[config.mk]
export PLATFORM = sky130hd
export DESIGN_NAME = vfd_grid_scan
export DESIGN_NICKNAME = d
export VERILOG_FILES = /design/src/rtl/vfd_scan_pkg.sv /design/src/rtl/vfd_tick_gen.sv /design/src/rtl/vfd_slot_fsm.sv /design/src/rtl/vfd_grid_decode.sv /design/src/rtl/vfd_grid_scan.sv
export SDC_FILE = /design/constraint.sdc
export NUM_CORES = 1
export LEC_CHECK = 0
export BUFFER_PORTS_ARGS = -buffer_cell sky130_fd_sc_hd__buf_4
export CORE_UTILIZATION = 40
export CTS_BUF_LIST = sky130_fd_sc_hd__clkbuf_8 sky130_fd_sc_hd__clkbuf_16
export DETAILED_ROUTE_END_ITERATION = 12
export GPL_TIMING_DRIVEN = 1
export MAX_ROUTING_LAYER = met4
export SETUP_SLACK_MARGIN = 0.15
export SYNTH_ARGS = -nofsm -noshare
export SYNTH_HDL_FRONTEND = slang
export SYNTH_HIERARCHICAL = 1
export SYNTH_SLANG_ARGS = --single-unit
[constraint.sdc]
create_clock -name clk -period 3 [get_ports clk]
set_input_delay 0.3 -clock clk [delete_from_list [all_inputs] [get_ports clk]]
set_output_delay 0.3 -clock clk [all_outputs]
set_load 0.1 [all_outputs]
[src/rtl/vfd_scan_pkg.sv]
package vfd_scan_pkg;
    typedef enum logic [0:0] {
        SCAN_DARK = 1'b0,
        SCAN_LIT  = 1'b1
    } scan_state_e;
endpackage

[src/rtl/vfd_tick_gen.sv]
module vfd_tick_gen #(
    parameter int TICK_DIV = 8
) (
    input  logic clk,
    input  logic rst_n,
    output logic tick
);
    generate
        if (TICK_DIV <= 1) begin : g_nodiv
            assign tick = 1'b1;
        end else begin : g_div
            localparam int CW = $clog2(TICK_DIV);
            logic [CW-1:0] cnt_q;
            always_ff @(posedge clk or negedge rst_n) begin
                if (!rst_n)
                    cnt_q <= '0;
                else if (int'(cnt_q) == TICK_DIV - 1)
                    cnt_q <= '0;
                else
                    cnt_q <= cnt_q + 1'b1;
            end
            assign tick = (int'(cnt_q) == TICK_DIV - 1);
        end
    endgenerate
endmodule

[src/rtl/vfd_slot_fsm.sv]
module vfd_slot_fsm
    import vfd_scan_pkg::*;
#(
    parameter int NUM_GRIDS  = 16,
    parameter int SLOT_UNITS = 64,
    parameter int DUTY_STEP  = 4,
    parameter int DUTY_W     = 4,
    localparam int IDX_W     = $clog2(NUM_GRIDS),
    localparam int T_W       = $clog2(SLOT_UNITS)
) (
    input  logic              clk,
    input  logic              rst_n,
    input  logic              tick,
    input  logic [DUTY_W-1:0] duty_in,
    input  logic [IDX_W-1:0]  count_in,
    output logic [IDX_W-1:0]  dig_idx,
    output logic              lit
);
    scan_state_e       state_q, state_d;
    logic [T_W-1:0]    t_q;
    logic [IDX_W-1:0]  dig_q;
    logic [DUTY_W-1:0] duty_q;
    logic [IDX_W:0]    lim_q;
    logic [IDX_W:0]    new_lim;
    logic [IDX_W-1:0]  dig_nxt;
    logic              slot_end, lit_end;

    assign slot_end = tick && (int'(t_q) == SLOT_UNITS - 1);
    assign lit_end  = tick && (int'(t_q) + 1 == int'(duty_q) * DUTY_STEP);
    assign new_lim  = (count_in == '0) ? (IDX_W+1)'(NUM_GRIDS) : {1'b0, count_in};
    assign dig_nxt  = (int'(dig_q) + 1 >= int'(new_lim)) ? '0 : dig_q + 1'b1;

    // State register and slot bookkeeping
    always_ff @(posedge clk or negedge rst_n) begin
        if (!rst_n) begin
            state_q <= SCAN_DARK;
            t_q     <= '0;
            dig_q   <= '0;
            duty_q  <= '0;
            lim_q   <= (IDX_W+1)'(NUM_GRIDS);
        end else begin
            state_q <= state_d;
            if (slot_end) begin
                t_q    <= '0;
                dig_q  <= dig_nxt;
                duty_q <= duty_in;
                lim_q  <= new_lim;
            end else if (tick) begin
                t_q <= t_q + 1'b1;
            end
        end
    end

    // Next-state logic
    always_comb begin
        state_d = state_q;
        unique case (state_q)
            SCAN_LIT: begin
                if (slot_end)
                    state_d = (duty_in != '0) ? SCAN_LIT : SCAN_DARK;
                else if (lit_end)
                    state_d = SCAN_DARK;
            end
            SCAN_DARK: begin
                if (slot_end)
                    state_d = (duty_in != '0) ? SCAN_LIT : SCAN_DARK;
            end
            default: state_d = SCAN_DARK;
        endcase
    end

    // Outputs
    always_comb begin
        lit     = (state_q == SCAN_LIT);
        dig_idx = dig_q;
    end

    AST_LIT_NEEDS_DUTY: assert property (@(posedge clk) disable iff (!rst_n)
        lit |-> (duty_q != '0));
    AST_BLANK_GAP: assert property (@(posedge clk) disable iff (!rst_n)
        (int'(t_q) >= SLOT_UNITS - DUTY_STEP) |-> !lit);
    AST_DIGIT_RANGE: assert property (@(posedge clk) disable iff (!rst_n)
        ({1'b0, dig_q} < lim_q));
    AST_DIGIT_HOLD: assert property (@(posedge clk) disable iff (!rst_n)
        !slot_end |=> $stable(dig_q));
    AST_DUTY_HOLD: assert property (@(posedge clk) disable iff (!rst_n)
        !slot_end |=> $stable(duty_q));
endmodule

[src/rtl/vfd_grid_decode.sv]
module vfd_grid_decode #(
    parameter int NUM_GRIDS = 16,
    localparam int IDX_W    = $clog2(NUM_GRIDS)
) (
    input  logic [IDX_W-1:0]     dig_idx,
    input  logic                 lit,
    output logic [NUM_GRIDS-1:0] grid
);
    generate
        for (genvar g = 0; g < NUM_GRIDS; g++) begin : g_grid
            assign grid[g] = lit && (dig_idx == IDX_W'(g));
        end
    endgenerate
endmodule

[src/rtl/vfd_grid_scan.sv]
module vfd_grid_scan #(
    parameter int TICK_DIV   = 8,
    parameter int NUM_GRIDS  = 16,
    parameter int SLOT_UNITS = 64,
    parameter int DUTY_STEP  = 4,
    parameter int DUTY_W     = 4,
    localparam int IDX_W     = $clog2(NUM_GRIDS)
) (
    input  logic                 clk,
    input  logic                 rst_n,
    input  logic [DUTY_W-1:0]    duty_code,
    input  logic [IDX_W-1:0]     digit_count,
    output logic [NUM_GRIDS-1:0] grid,
    output logic [IDX_W-1:0]     digit_idx,
    output logic                 disp_active
);
    logic tick;
    logic lit;

    vfd_tick_gen #(.TICK_DIV(TICK_DIV)) u_tick (
        .clk   (clk),
        .rst_n (rst_n),
        .tick  (tick)
    );

    vfd_slot_fsm #(
        .NUM_GRIDS  (NUM_GRIDS),
        .SLOT_UNITS (SLOT_UNITS),
        .DUTY_STEP  (DUTY_STEP),
        .DUTY_W     (DUTY_W)
    ) u_fsm (
        .clk      (clk),
        .rst_n    (rst_n),
        .tick     (tick),
        .duty_in  (duty_code),
        .count_in (digit_count),
        .dig_idx  (digit_idx),
        .lit      (lit)
    );

    vfd_grid_decode #(.NUM_GRIDS(NUM_GRIDS)) u_dec (
        .dig_idx (digit_idx),
        .lit     (lit),
        .grid    (grid)
    );

    assign disp_active = lit;

    AST_GRID_ONEHOT: assert property (@(posedge clk) disable iff (!rst_n)
        $onehot0(grid));
    AST_ACTIVE_MATCH: assert property (@(posedge clk) disable iff (!rst_n)
        disp_active == (grid != '0));
endmodule

* Word-level counts from Yosys, hierarchy flattened
Cells that the tools add are included.
** Word-level totals
- Register bits :: 18
- Output and inout bits :: 21
- Word-level logic and storage cells :: 62
** Cells by class
- $add $sub $neg :: 5
- Order comparisons :: 1
- Eq/ne operators :: 18
- Muxes and demuxes :: 10
- Bitwise operators :: 1
- Reductions and logical operators :: 22
** Operators with widths (number)
- 32-bit by 7-bit equality test with 1-bit output :: 1
- 4-bit equality test (second input constant) :: 8
- 32-bit by 6-bit greater-or-equal comparator with 1-bit output :: 1
- 1-bit logical AND :: 18
- 4-bit by 3-bit equality test with 1-bit output (second input constant) :: 4
- 6-bit two-way mux :: 2
- 4-bit by 2-bit equality test with 1-bit output (second input constant) :: 2
- 4-bit logical NOT :: 2
- 6-bit by 1-bit adder with 7-bit output (second input constant) :: 1
- 6-bit by 1-bit adder with 6-bit output (second input constant) :: 1
- 6-bit by 1-bit equality test with 1-bit output (second input constant) :: 1
- 4-bit by 1-bit adder with 5-bit output (second input constant) :: 1
- 5-bit two-way mux :: 1
- 4-bit by 1-bit adder with 4-bit output (second input constant) :: 1
- 4-bit by 1-bit equality test with 1-bit output (second input constant) :: 1
- 1-bit two-way mux :: 4
- 4-bit two-way mux :: 1
- 4-bit nonzero test :: 1
- 3-bit by 1-bit adder with 3-bit output (second input constant) :: 1
- 3-bit by 1-bit equality test with 1-bit output (second input constant) :: 1
- 3-bit two-way mux :: 1
- 1-bit case mux with 2 select lines :: 1
- 2-bit nonzero test :: 1
- 1-bit inverter :: 1

* Depth between registers and ports, before layout
Gate-level depths: netlist (run 1).
- Word-level depth :: 6
- Gate-level depth with buffers :: 8

* By module
Netlist (run 1), hierarchy kept.
** By module, submodules not included
- vfd_slot_fsm :: instances 1, cells each 94, area an instance 967.2 um^2, seq. area each 375.4 um^2
- vfd_grid_decode :: instances 1, cells each 23, area an instance 117.6 um^2, seq. area each 0.0 um^2
- vfd_tick_gen :: instances 1, cells each 6, area an instance 103.8 um^2, seq. area each 75.1 um^2

* Worst setup path before layout (run 1)
No wires, ideal clock.
- Kind :: reg-to-output
- Start point :: reg u_fsm.dig_q[2] (netlist: u_fsm/dig_idx[2])
- End point :: out grid[12]
- Data arrival time :: 3368 ps
- Path slack :: -668 ps
- Cell stages (with the launch flop) :: 3
- Path buffers :: 0
- Cells stage by stage :: dfrtp_1 nand3_1 nor3_1
** Between the ends
- Longest elaborated chain between the ends :: 2
** RTL lines
- start, declared :: RTL line vfd_slot_fsm.sv:21 : logic [IDX_W-1:0] dig_q;
- start signal, assigned :: RTL line vfd_slot_fsm.sv:45 : dig_q <= dig_nxt;
- 4-bit equality test :: RTL line vfd_grid_decode.sv:11 : assign grid[g] = lit && (dig_idx == IDX_W'(g));
- 1-bit logical AND :: RTL line vfd_grid_decode.sv:11
- end, declared :: RTL line vfd_grid_scan.sv:13 : output logic [NUM_GRIDS-1:0] grid,
Every way passes these cells.

* Worst setup path in the final report (run 1)
- Start point :: reg u_fsm.dig_q[0] (netlist: u_fsm/dig_idx[0])
- End point :: reg u_fsm.dig_q[0] (netlist: u_fsm/dig_idx[0])
** Between the ends
- Longest elaborated chain between the ends :: 3
- Elaborated cells between the ends (all ways) :: 4
- Classes of those cells :: add/sub: 2; order compare: 1; mux: 1
** RTL lines
- 4-bit by 1-bit adder with 5-bit output :: RTL line vfd_slot_fsm.sv:31 : assign dig_nxt = (int'(dig_q) + 1 >= int'(new_lim)) ? '0 : dig_q + 1'b1;
- 32-bit by 6-bit greater-or-equal comparator with 1-bit output :: RTL line vfd_slot_fsm.sv:31
- 4-bit two-way mux (*) :: RTL line vfd_slot_fsm.sv:31
Mark *: on every way between the ends. The rest lies on a longest branch, timed or not.
A chain may end at the register's enable or synchronous reset.

==> results of run 1 <==
==> layer usage <==
layer  wire [um]  part of all wire (%)  track usage (%)  vias up
li1            -                     -                -      494
met1        1210                    49             24.1      437
met2        1100                    45             26.7       22
met3         116                   4.8             2.53        2
met4          20                  0.82             6.27        0
met5           0                     0                -        -
==> Yosys cell counts (4+ instances only) <==
master	count	area, um^2
sky130_fd_sc_hd__nor3_1	6	30.0
sky130_fd_sc_hd__xnor2_1	6	52.6
sky130_fd_sc_hd__dfrtp_1	18	450
sky130_fd_sc_hd__nand3_1	4	20.0
sky130_fd_sc_hd__o21ai_0	5	25.0
sky130_fd_sc_hd__mux2_2	4	45.0
sky130_fd_sc_hd__inv_1	7	26.3
sky130_fd_sc_hd__ha_1	10	125
sky130_fd_sc_hd__nor2_1	13	48.8
sky130_fd_sc_hd__nand2_1	8	30.0
==> cells in the final DEF (no fill, tap or decap), drive strengths merged, types with 2 or more instances in the layout <==
master,count
a21o,2
a31oi,2
and3,3
buf,30
clkbuf,4
dfrtp,18
ha,10
inv,7
mux2,4
nand2,8
nand2b,3
nand3,4
nand3b,2
nor2,13
nor2b,3
nor3,7
nor3b,2
o21ai,5
o2bb2ai,2
xnor2,6
xor2,3
==> state kept, by name, summed over array words and instances (netlist names) <==
register / flops
u_tick/g_div.cnt_q: 3
u_fsm/lit: 1
u_fsm/t_q: 6
u_fsm/duty_q: 4
u_fsm/dig_idx: 4
==> area by class of cell <==
class | count | area share (%)
flip-flops and latches | 18 | 30.0
repair buffers | 31 | 15.6
clock buffers | 4 | 3.66
well taps | 31 | 2.58
multi-input cells | 93 | 46.4
inverters | 7 | 1.75
==> logic make-up (layout without fill, tap and decap cells) <==
logic type | count (synthesis) | in the layout | share of synthesized area (%)
simple gates | 51 | 51 | 24.3
xor+xnor | 9 | 9 | 6.63
flops | 18 | 18 | 37.9
buf+inv | 12 | 42 | 5.68
mux | 5 | 5 | 4.63
fa+ha+maj | 10 | 10 | 10.5
compound gates | 18 | 18 | 10.3
==> metrics by stage <==
step	total power [mW]	TNS (ps)	hold WS, ps	cell area, um^2
3_3_place_gp	0.346	0	180	1440
4_1_cts	0.544	0	285	1500
6_report	0.536	0	291	1500
3_5_place_dp	0.348	0	181	1440
5_1_grt	0.563	0	297	1500
2_1_floorplan	0.319	-93.1	4.41	1220
==> power by group through the flow <==
stage          clock [mW]  combinational [mW]  sequential [mW]
5_1_grt             0.210              0.0982            0.255
3_3_place_gp            0              0.0881            0.258
4_1_cts             0.200              0.0908            0.254
3_5_place_dp            0              0.0894            0.258
2_1_floorplan           0              0.0487            0.270
6_report            0.193              0.0900            0.254
==> path summary, 6_finish.rpt <==
kind | end | slack (ps) | cells past startpoint
worst max-delay path | u_fsm/dig_idx[0]$_DFFE_PN0P_ | 690 | 8
worst min-delay path | u_fsm/duty_q[2]$_DFFE_PN0P_ | 290 | 2
worst max register to register | u_fsm/dig_idx[0]$_DFFE_PN0P_ | 690 | 8
worst min register to register | u_tick/g_div.cnt_q[0]$_DFF_PN0_ | 430 | 1
max in group asynchronous | u_fsm/t_q[3]$_DFFE_PN0P_ | 2360 | 2
min in group asynchronous | u_fsm/t_q[4]$_DFFE_PN0P_ | 450 | 2
==> what timing repair did <==
| action | CTS | global route |
|---|---|---|
| hold buffers | 1 | 0 |
| endpoints found under the setup margin | 0 | 0 |
| endpoints found under the hold margin | 18 | 0 |
==> implementation parameters, run 1 <==
Parameter                              Value

STA
  Setup repair after global routing missed its margin    false
  Max frequency    0.433 GHz
  Final setup violating endpoints    0
  Normalized max-slew margin    a little under three fifths
  Slew Limit Fails    0
  Setup skew after layout    1.34 ps
  Slew at the pin closest to its max-slew limit    about 650 ps
  Tmin final    2310 ps
  Final worst-path cycle share    just under 80%
  Post-route worst setup slack    ~690 ps
  Number of failing hold endpoints at the final stage    0

Clocking
  Clock Sink Count    18
  Clock transition at the register clock pins on the worst setup and hold paths after CTS    70 ps
  Postcts setup bufs    0
  Worst skew pair latency    ~250 ps
  CTS Root Cell    sky130_fd_sc_hd__clkbuf_8
  TritonCTS buffer count    3
  Resized cells post-CTS    0
  Depth of the CTS H-tree    1
  Max Root-Sink Buffers    2
  CTS tree    yes

Synth
  Syn. warnings    6
  Cell area after synthesis    1190 um^2
  Number of enable-type register cells in the synthesized netlist    0
  Number of different library cells in the post-synthesis netlist    37
  Synthesized netlist net count    around 140
  Synth Flop Type    sky130_fd_sc_hd__dfrtp_1
  Post-synthesis instance total    123
  Syn_area_per_cell    9.66 um^2
  Number of flip-flops and latches in the synthesized netlist    18
  Fraction of registers with async set or reset after synthesis    100%
  Portion of the post-synthesis area used by sequential elements    between 30% and 40%

Power
  NetSw    0.143 mW
  Portion of total power attributed to sequential cells    between 40% and 50%
  Peak supply drop    roughly 240 uV
  Leakage power    0.708 nW
  Fraction of power spent switching nets    about a quarter
  Total power density per cell area    357 nW/um^2
  P_int    0.394 mW
  Part of the power in the clock network    between 30% and 40%
  Share of total power in combinational logic    approximately 17%

Worst setup path
  Kind of capture point of the worst setup path    flip-flop
  Required time of the worst setup path    3160 ps
  Category of the most critical setup path    flip-flop to flip-flop
  Type of origin of the critical path    flip-flop
  Most used cell along the critical path    sky130_fd_sc_hd__ha_1
  Slowest cell on the critical path    sky130_fd_sc_hd__dfrtp_1
  Critical path startpoint    u_fsm/dig_idx[0]$_DFFE_PN0P_
  Worst R2R Start    u_fsm/dig_idx[0]$_DFFE_PN0P_
  Max stage delay on crit path    550 ps
  Top cell family by delay on the critical path    compound AO/OA/AOI/OAI gates
  Buffering stage count on the worst path with inverters included    1
  Arrival time of data at the critical path endpoint    2470 ps
  List of cells traversed by the critical path    ha_1, xnor2_1, inv_1, ha_1, a21o_1, a31oi_1, o211ai_1, o21ai_0
  Max FO, Critical Path    13

Detailed routing
  Drt first-iter violations    19
  Vias    between 900 and 1,000
  Via density    5.19
  Average wire length per cell after detail routing    roughly 13 um
  DRC violation count after routing    0
  Detailed Route WL    2.44 mm
  Number of nets with antenna violations after routing    0
  1st-pass router iterations    4

Place
  Routability congestion estimate from global placement    0.758
  Dpl cells    179
  DP Wirelength    1.91 mm
  Post-Place Setup Slack    approximately 740 ps
  Count of buffers from port buffering    30

Finish
  Post-Layout Cell Count    184
  Share of cells above drive strength 1    about a third
  Number of nets at the end of the flow    between 150 and 200
  Number of antenna cells inserted    0
  Combined flip-flop and latch cell area    about 450 um^2
  Fillcell total    around 250
  Share of the core filled with cells in the final layout    54.1%
  Area occupied by multi-input gates    between 600 and 700 um^2
  Area growth, synth to finish    26.5%

Floorplanning
  Die height    56.5 um
  Initial core utilization    42.7%
  Die X-Extent    roughly 57 um
  Std-Cell Rows    19
  Core footprint    approximately 2800 um^2
  I/O pin count    31
  Die ar.    approximately 3200 um^2

GRT
  Total Routing Usage GR    17.7%
  First-pass GRT wire length    around 4.3 mm
  Antenna violations before repair    0
  Number of global-route vias before repair    935
  Total congestion overflow after global routing    0
  Maximum number of pins on one net before global-route repair    19

Run
  Number of max-capacitance violations reported    0

Hold path
  Worst min path class    input port to flip-flop
  Startpoint of the worst hold path    duty_code[2]

Status
  Run status    completed
No activity file was read; power rests on OpenSTA's default activity.
==> run 2: changes to the inputs <==
--- a/config.mk
+++ b/config.mk
@@ -11,6 +11,7 @@
 export DETAILED_ROUTE_END_ITERATION = 12
 export GPL_TIMING_DRIVEN = 1
 export MAX_ROUTING_LAYER = met4
+export PLACE_DENSITY = 0.66
 export SETUP_SLACK_MARGIN = 0.15
 export SYNTH_ARGS = -nofsm -noshare
 export SYNTH_HDL_FRONTEND = slang
==> constraint.sdc (replaced) <==
create_clock -name clk -period 1.92 [get_ports clk]
set_input_delay 0.192 -clock clk [delete_from_list [all_inputs] [get_ports clk]]
set_output_delay 0.192 -clock clk [all_outputs]
set_load 0.1 [all_outputs]
==> run 2 against run 1 <==
Effect of this change:
- the run now ends with setup timing left
- clock skew increased by 1.2 ps
- flip-flop and latch count stayed put
- critical path depth did not move
- global-route usage rose by 1.9 points
- wire length up 19%
- critical path type unchanged
- largest power group unchanged
==> implementation parameters, run 2 (synthesized netlist as in run 1, its figures left out) <==
Parameter                              Value

Finish
  Most frequent cells in the layout    27 x sky130_fd_sc_hd__buf_4, 13 x sky130_fd_sc_hd__dfrtp_1, 12 x sky130_fd_sc_hd__nor2_4
  Most frequent standard cell in the layout excluding fill and tap cells    sky130_fd_sc_hd__buf_4
  Share of cells above drive strength 1    52.1%
  Largest register FFs    6
  Area occupied by multi-input gates    just under 900 um^2
  Final std cell area, no fill    1960 um^2
  Number of nets at the end of the flow    around 190
  Number of antenna cells inserted    0
  Share of the core filled with cells in the final layout    70.4%
  Fillcell total    between 150 and 200
  Area growth, synth to finish    64.7%
  Register with the most flip-flops    u_fsm/t_q
  Combined flip-flop and latch cell area    469 um^2

GRT
  Number of global-route vias before repair    1,066
  Total congestion overflow after global routing    0
  Antenna violations before repair    0
  First-pass GRT wire length    about 4.8 mm
  Total Routing Usage GR    19.5%
  Maximum number of pins on one net before global-route repair    19

Place
  Routability congestion estimate from global placement    0.770
  Count of buffers from port buffering    30
  DP Wirelength    1.94 mm
  Cell area after placement    1630 um^2

Hold path
  Hold Path Depth    2
  Startpoint of the worst hold path    duty_code[2]
  Worst min path class    input port to flip-flop
  Hold Crit Endpoint    u_fsm/duty_q[2]$_DFFE_PN0P_

Floorplanning
  Core footprint    2780 um^2
  Die X-Extent    56.5 um
  Die ar.    between 3000 and 4000 um^2
  Std-Cell Rows    19
  Initial core utilization    42.7%
  Die height    roughly 57 um
  I/O pin count    31

Worst setup path
  Category of the most critical setup path    flip-flop to flip-flop
  Worst R2R Start    u_fsm/dig_idx[1]$_DFFE_PN0P_
  Worst Reg2Reg Path Length in Cells    8
  Kind of capture point of the worst setup path    flip-flop
  Type of origin of the critical path    flip-flop
  Top cell family by delay on the critical path    compound AO/OA/AOI/OAI gates
  Arrival time of data at the critical path endpoint    2120 ps
  Max stage delay on crit path    490 ps
  Required time of the worst setup path    ~2100 ps
  List of cells traversed by the critical path    ha_4, xnor2_4, inv_2, ha_4, a21o_1, a31oi_2, o211ai_1, o2bb2ai_1
  Slowest cell on the critical path    sky130_fd_sc_hd__dfrtp_4
  Worst flop-to-flop path endpoint    u_fsm/dig_idx[1]$_DFFE_PN0P_
  Max FO, Critical Path    3
  Most used cell along the critical path    sky130_fd_sc_hd__ha_4
  Buffering stage count on the worst path with inverters included    1
  Setup slack of the worst register-to-register path    -30 ps

STA
  Slew at the pin closest to its max-slew limit    356 ps
  Max frequency    between 0.5 and 0.6 GHz
  Number of failing hold endpoints at the final stage    0
  Final worst-path cycle share    102%
  Tmin final    1950 ps
  Post-route worst setup slack    -33.6 ps
  Final setup violating endpoints    2
  Normalized max-slew margin    roughly 76%
  Slew Limit Fails    0
  Setup skew after layout    approximately 2.5 ps
  Setup repair after global routing missed its margin    true

Clocking
  CTS Root Cell    sky130_fd_sc_hd__clkbuf_8
  Clock Sink Count    18
  TritonCTS buffer count    3
  Depth of the CTS H-tree    1
  Clock transition at the register clock pins on the worst setup and hold paths after CTS    70 ps
  Worst skew pair latency    250 ps
  CTS tree    yes
  Max Root-Sink Buffers    2

Detailed routing
  Vias    around 1,000
  Detailed Route WL    2.90 mm
  Average wire length per cell after detail routing    14.7 um
  Number of nets with antenna violations after routing    0
  Via density    5.29
  1st-pass router iterations    4
  DRC violation count after routing    0
  Drt first-iter violations    15

Power
  Total Power Consumption    0.892 mW
  Leakage power    a little under 0.9 nW
  Total power density per cell area    about 460 nW/um^2
  Peak supply drop    536 uV

Status
  Violations in the final reports    setup timing
  Run status    complete, but fails checks

Run
  Number of max-capacitance violations reported    0
[run 2: what timing repair did]
item                                   4_1_cts  5_1_grt
pin swaps                                    9       11
endpoints found under the hold margin       18        0
resized for setup                           22       27
gates cloned                                 0        0
setup endpoints to repair                   20       22
hold buffers                                 1        0
setup buffers                                7        1
[run 2: worst max path at each step]
| stage | from | end | cells past startpoint |
|---|---|---|---|
| CTS | u_fsm/dig_idx[0]$_DFFE_PN0P_ | u_fsm/dig_idx[1]$_DFFE_PN0P_ | 8 |
| global route | u_fsm/dig_idx[0]$_DFFE_PN0P_ | u_fsm/dig_idx[1]$_DFFE_PN0P_ | 8 |
| finish | u_fsm/dig_idx[1]$_DFFE_PN0P_ | u_fsm/dig_idx[1]$_DFFE_PN0P_ | 8 |
| global placement | u_fsm/dig_idx[1]$_DFFE_PN0P_ | u_fsm/dig_idx[0]$_DFFE_PN0P_ | 8 |
| floorplan | u_fsm/dig_idx[3]$_DFFE_PN0P_ | grid[4] | 2 |
| detailed placement | u_fsm/dig_idx[1]$_DFFE_PN0P_ | u_fsm/dig_idx[1]$_DFFE_PN0P_ | 8 |
[run 2: area by class of cell]
| class | count | share of cell area (%) |
|---|---|---|
| multi-input cells | 93 | 45.2 |
| repair buffers | 45 | 24.7 |
| flip-flops and latches | 18 | 24.0 |
| clock buffers | 4 | 2.81 |
| well taps | 31 | 1.98 |
| inverters | 7 | 1.34 |
[run 2: report_power, final]
group | internal (mW) | total (mW) | switching (mW) | leakage [nW]
clock network | 0.182 | 0.304 | 0.122 | 0.0288
logic | 0.0755 | 0.190 | 0.115 | 0.659
registers | 0.388 | 0.397 | 0.00940 | 0.204
[run 2: through the flow]
step / TNS [ps] / cells / hold slack [ps] / worst slack [ps]
final: -60.6 / 198 / 183 / -33.6
after floorplan: -1180 / 123 / -104 / -206
after global placement: 0 / 185 / 71.2 / 9.38
after detailed placement: -37.6 / 185 / 72.3 / -30.8
after global routing: -225 / 198 / 180 / -116
after CTS: -88.5 / 197 / 179 / -44.7
[run 2: metal layers]
layer | vias up | routed length [um] | track usage [%]
li1 | 524 | - | -
met1 | 493 | 1240 | 23.6
met2 | 28 | 1550 | 33.8
met3 | 2 | 94 | 2.76
met4 | 0 | 25 | 5.57
met5 | - | 0 | -
